==> src/rtl/pulse_timestamp_dma.sv <==
module pulse_timestamp_dma #(
  parameter int CNT_W = 32,
  parameter int DEPTH = 128,
  localparam int IDX_W = $clog2(DEPTH),
  localparam int HALF = DEPTH / 2
) (
  input  logic             clk,
  input  logic             rst_n,
  input  logic             cfg_enable,
  input  logic             cfg_falling,
  input  logic             ovr_clr,
  input  logic             pin_in,
  output logic [CNT_W-1:0] count_o,
  output logic             dma_req,
  input  logic             dma_ack,
  output logic [CNT_W-1:0] dma_data,
  output logic [IDX_W-1:0] dma_index,
  output logic             ovr_flag,
  output logic             irq_half,
  output logic             irq_full
);
  localparam logic [IDX_W-1:0] LAST_IDX = IDX_W'(DEPTH - 1);
  localparam logic [IDX_W-1:0] MID_IDX  = IDX_W'(HALF - 1);

  logic [2:0] sync_q;
  logic       cap_ev, xfer;

  assign cap_ev = cfg_enable && (cfg_falling ? (sync_q[2] && !sync_q[1])
                                             : (sync_q[1] && !sync_q[2]));
  assign xfer = dma_req && dma_ack;

  always_ff @(posedge clk or negedge rst_n) begin
    if (!rst_n) begin
      sync_q  <= '0;
      count_o <= '0;
    end else begin
      sync_q <= {sync_q[1:0], pin_in};
      if (cfg_enable) count_o <= count_o + 1'b1;
    end
  end

  always_ff @(posedge clk or negedge rst_n) begin
    if (!rst_n) begin
      dma_data <= '0;
      dma_req  <= 1'b0;
      ovr_flag <= 1'b0;
    end else begin
      if (cap_ev) dma_data <= count_o;
      dma_req <= cap_ev || (dma_req && !dma_ack);
      if (cap_ev && dma_req && !dma_ack) ovr_flag <= 1'b1;
      else if (ovr_clr) ovr_flag <= 1'b0;
    end
  end

  always_ff @(posedge clk or negedge rst_n) begin
    if (!rst_n) begin
      dma_index <= '0;
      irq_half  <= 1'b0;
      irq_full  <= 1'b0;
    end else begin
      irq_half <= xfer && (dma_index == MID_IDX);
      irq_full <= xfer && (dma_index == LAST_IDX);
      if (xfer) dma_index <= (dma_index == LAST_IDX) ? '0 : dma_index + 1'b1;
    end
  end

  p_cnt_hold_r2: assert property (@(posedge clk) disable iff (!rst_n)
    !cfg_enable |=> $stable(count_o));

  p_req_held_r5: assert property (@(posedge clk) disable iff (!rst_n)
    (dma_req && !dma_ack) |=> dma_req);

  p_idx_step_r6: assert property (@(posedge clk) disable iff (!rst_n)
    (dma_req && dma_ack) |=> (dma_index == (($past(dma_index) == LAST_IDX) ? '0
                                            : IDX_W'($past(dma_index) + 1'b1))));

  p_idx_still_r6: assert property (@(posedge clk) disable iff (!rst_n)
    !(dma_req && dma_ack) |=> $stable(dma_index));

  p_irq_excl_r7: assert property (@(posedge clk) disable iff (!rst_n)
    !(irq_half && irq_full));

  p_ovr_sticky_r8: assert property (@(posedge clk) disable iff (!rst_n)
    (ovr_flag && !ovr_clr) |=> ovr_flag);

  p_no_cap_off_r9: assert property (@(posedge clk) disable iff (!rst_n)
    (!cfg_enable && !dma_req) |=> !dma_req);
endmodule

==> config.mk <==
export PLATFORM = sky130hd
export DESIGN_NAME = pulse_timestamp_dma
export DESIGN_NICKNAME = d
export VERILOG_FILES = /design/src/rtl/pulse_timestamp_dma.sv
export SDC_FILE = /design/constraint.sdc
export NUM_CORES = 1
export LEC_CHECK = 0
export ABC_CLOCK_PERIOD_IN_PS = 1810
export BUFFER_PORTS_ARGS = -buffer_cell sky130_fd_sc_hd__buf_2
export CAP_MARGIN = 20
export CORE_MARGIN = 2
export CORE_UTILIZATION = 53
export CTS_CLUSTER_SIZE = 24
export DETAILED_ROUTE_END_ITERATION = 6
export HOLD_SLACK_MARGIN = 0.02
export MAX_ROUTING_LAYER = met4
export PLACE_DENSITY_LB_ADDON = 0.25
export SLEW_MARGIN = 20
export SYNTH_ARGS = -nofsm -noshare
export SYNTH_HDL_FRONTEND = slang
export SYNTH_SLANG_ARGS = --single-unit
==> constraint.sdc <==
create_clock -name clk -period 1.81 [get_ports clk]
set_input_delay 0.0905 -clock clk [delete_from_list [all_inputs] [get_ports clk]]
set_output_delay 0.0905 -clock clk [all_outputs]
set_load 0.05 [all_outputs]
==> results.md <==
- Site row count: 28
- Detail Placement HPWL: 4490 µm
- FF+latch count, synth: 78
- Peak VDD IR: 1.22 mV
- Register share of total power: 45.5%
- Initial Util: 55.4%
- Core area: 5960 µm²
- Syn nets: 254
- Clk buf depth: 2
- PwrDens: 1180 nW/µm²
- Aggregate global-route resource usage: 20.4%
- Avg WL per Cell: 15.0 µm
- Slowest-stage cell, CP: dfrtp_2
- Clk slew on worst S/H paths: 0.08 ns
- Switching Fraction: 37.8%
- Combinational share of power: 27.2%
- Global-route wire length before repair: 11000 µm
- Met3 usage: 5.96%
- Via count: 2266
- Data required, critical path: 2.09 ns
- RD Place Congestion: 0.825
- Post-synth EDFFs: 0
- Area grow syn2layout: 23.6%
- Synth area leader: dfrtp_1
- Cell area after synthesis: 3300 µm²
- Crit path max-delay family: simple AND/OR/NAND/NOR gates
- Critical path type: reg -> reg
- Antenna violations before repair: 0
- Setup violations, final: 0
- Number of port buffers: 81
- Clock root cell: clkbuf_8
- Slew Viols, Final: 0
- Via/cell ratio: 5.41
- IO Count: 82
- Seq/Total Area, Yosys: 59.1%
- Multi-input logic area: 1310 µm²
- Setup TNS Final: 0 ns
- Num CTS Buffers: 9
- Fin nets: 348
- Async S/R FF share, synth: 100%
- Die height: 82.9 µm
- Sequential cell area: 1950 µm²
- GR Util met2: 31.2%
- Measured slew at the worst slew-check pin: 0.388 ns
- Worst path cell trace: ha_1 > nand4_4 > nor3b_4 > and3_1 > xor2_1
- Post-placement cell area: 3850 µm²
- Crit path max fanout: 6
- Avg Inst Size Synth: 13.5 µm²
- Die Span X: 82.9 µm
- Clk network pwr share: 27.3%
- Number of global-route vias before repair: 2238
- Commonest non-fill, non-tap cell in the layout: buf_2
- Design area: 4080 µm²
- Share of cells above drive strength 1: 43.9%
- Detailed router's first-iteration violation count: 68
- Overall die area: 6880 µm²
- Crit. End Element: flip-flop
- Post-DRT Antenna Nets: 0
- RSZ-0062 raised after global routing: false
- CP max stage delay: 0.42 ns
- Mapped Cells: 245
- Synth unique cells: 37
- Reg2reg setup slack: 0.21 ns
- M1 GR Usage: 26.4%
- Hold Path Class: in -> reg
- Status: complete, no violations
- Final cycle utilization of the critical path: 88.6%
- Clock latency at the later pin of the worst-skew pair: 0.36 ns
- Number of antenna diodes: 0
- Worst slew margin: 74.2%
- FILL cells: 465
- Yosys top cell area share: 59.1%
- Max Cap Viol: 0
- WP buf/inv: 0
- Area contributors post-synth: dfrtp_1 (59%), mux2_2 (11%), xor2_1 (5.0%)
- Post-layout min period: 1.60 ns
- CTS resizes: 0
- Maximum clock frequency: 624 MHz
- Largest net degree at the start of global routing: 50
- Setup Skew: 0.0133 ns
- Total net switching power: 1.82 mW
- # DRC: 0
- Htree depth: 3
- Primary FF master, synth: dfrtp_1
- Final wirelength: 6270 µm
- Leak pwr: 2.21 nW
- Internal: 3.00 mW
- CP Launch Type: flip-flop
- GR peak layer: met2
- Grt ovf: 0
- Synth Warn #: 0
- First drt pass iteration count: 4
- CTS sink count: 78
- CTS tree: built
- Endpoints failing hold: 0
- Most frequent cells in the layout: buf_2 (80), dfrtp_1 (76), mux2_2 (31)
- Data arrival, critical path: 1.88 ns
-- worst min-delay path: cells and delay by family --
kind          cells  cell delay (ns)
simple gates      2             0.18
buf+inv           1             0.09
-- final timing paths --
| path | startpoint | endpoint | cells after the start |
|---|---|---|---|
| setup / recovery | count_o[0] | count_o[14] | 5 |
| hold / removal | dma_ack | dma_req | 3 |
| hold reg to reg | sync_q[0] | sync_q[1] | 0 |
| max in group asynchronous | rst_n | count_o[0] | 3 |
| setup reg to reg | count_o[0] | count_o[14] | 5 |
| min in group asynchronous | rst_n | irq_full | 2 |
-- stage by stage --
step / power (mW) / setup slack (ns) / utilization (%) / cells / hold slack (ns)
detailed placement: 3.54 / 0.219 / 64.7 / 400 / 0.0422
CTS: 4.86 / 0.194 / 68.6 / 419 / 0.0318
floorplan: 3.19 / 0.0567 / - / 245 / -0.205
global placement: 3.52 / 0.276 / 64.7 / 400 / 0.0380
finish: 4.83 / 0.207 / 68.6 / 419 / 0.0431
global route: 5.04 / 0.0957 / 68.6 / 419 / 0.0580
-- state kept, by name, summed over array words and instances (netlist names) --
register / cells
dma_req: 1
dma_data: 32
sync_q: 3
count_o: 32
ovr_flag: 1
dma_index: 7
irq_half: 1
irq_full: 1
-- cells in the mapped netlist, types with 2 or more instances --
cell	instances
and2_1	3
mux2_2	31
xor2_1	19
nor3b_1	2
nor2_1	11
nand3_1	6
o21ai_0	4
nand4_1	12
nand4_4	3
buf_2	2
nor3_1	3
nand4b_1	2
ha_1	2
buf_4	2
and3_2	2
inv_1	4
dfrtp_1	78
nor4_2	3
and3_1	5
xnor2_1	17
and4_4	2
nand2_1	17
-- layer usage --
metal	part of all wire [%]	routed length (µm)
met3	4.9	307
met2	49	3080
met1	45	2800
met4	1.3	80
met5	0	0
-- layout make-up --
| class | count | share of cell area (%) |
|---|---|---|
| clock inverters | 4 | 1.10 |
| flip-flops and latches | 78 | 47.9 |
| multi-input cells | 158 | 32.2 |
| well taps | 75 | 2.30 |
| repair buffers | 88 | 12.4 |
| inverters | 4 | 0.368 |
| clock buffers | 12 | 3.80 |
-- cells by family (layout without fill, tap and decap cells) --
kind of cell | Yosys count | count (layout) | synth area share [%]
flip-flops | 78 | 78 | 59.1
multiplexers | 32 | 32 | 10.9
adder cells (fa/ha/maj) | 2 | 2 | 0.758
XOR/XNOR | 36 | 36 | 9.55
buffers and inverters | 9 | 108 | 1.33
AND/OR/NAND/NOR | 82 | 82 | 17.3
AO/OA/AOI/OAI | 6 | 6 | 1.06
-- timing repair --
action | CTS | global route
endpoints found under the hold margin | 31 | 0
hold buffers | 3 | 0
endpoints found under the setup margin | 0 | 0
setup buffers | 0 | 0
-- power groups by stage --
| stage | logic, mW | registers (mW) | clock network (mW) |
|---|---|---|---|
| 2_1_floorplan | 0.304 | 2.88 | 0 |
| 3_3_place_gp | 1.30 | 2.21 | 0 |
| 3_5_place_dp | 1.32 | 2.22 | 0 |
| 4_1_cts | 1.33 | 2.20 | 1.34 |
| 5_1_grt | 1.38 | 2.23 | 1.43 |
| 6_report | 1.31 | 2.20 | 1.32 |
(Power assumes the default switching activity.)
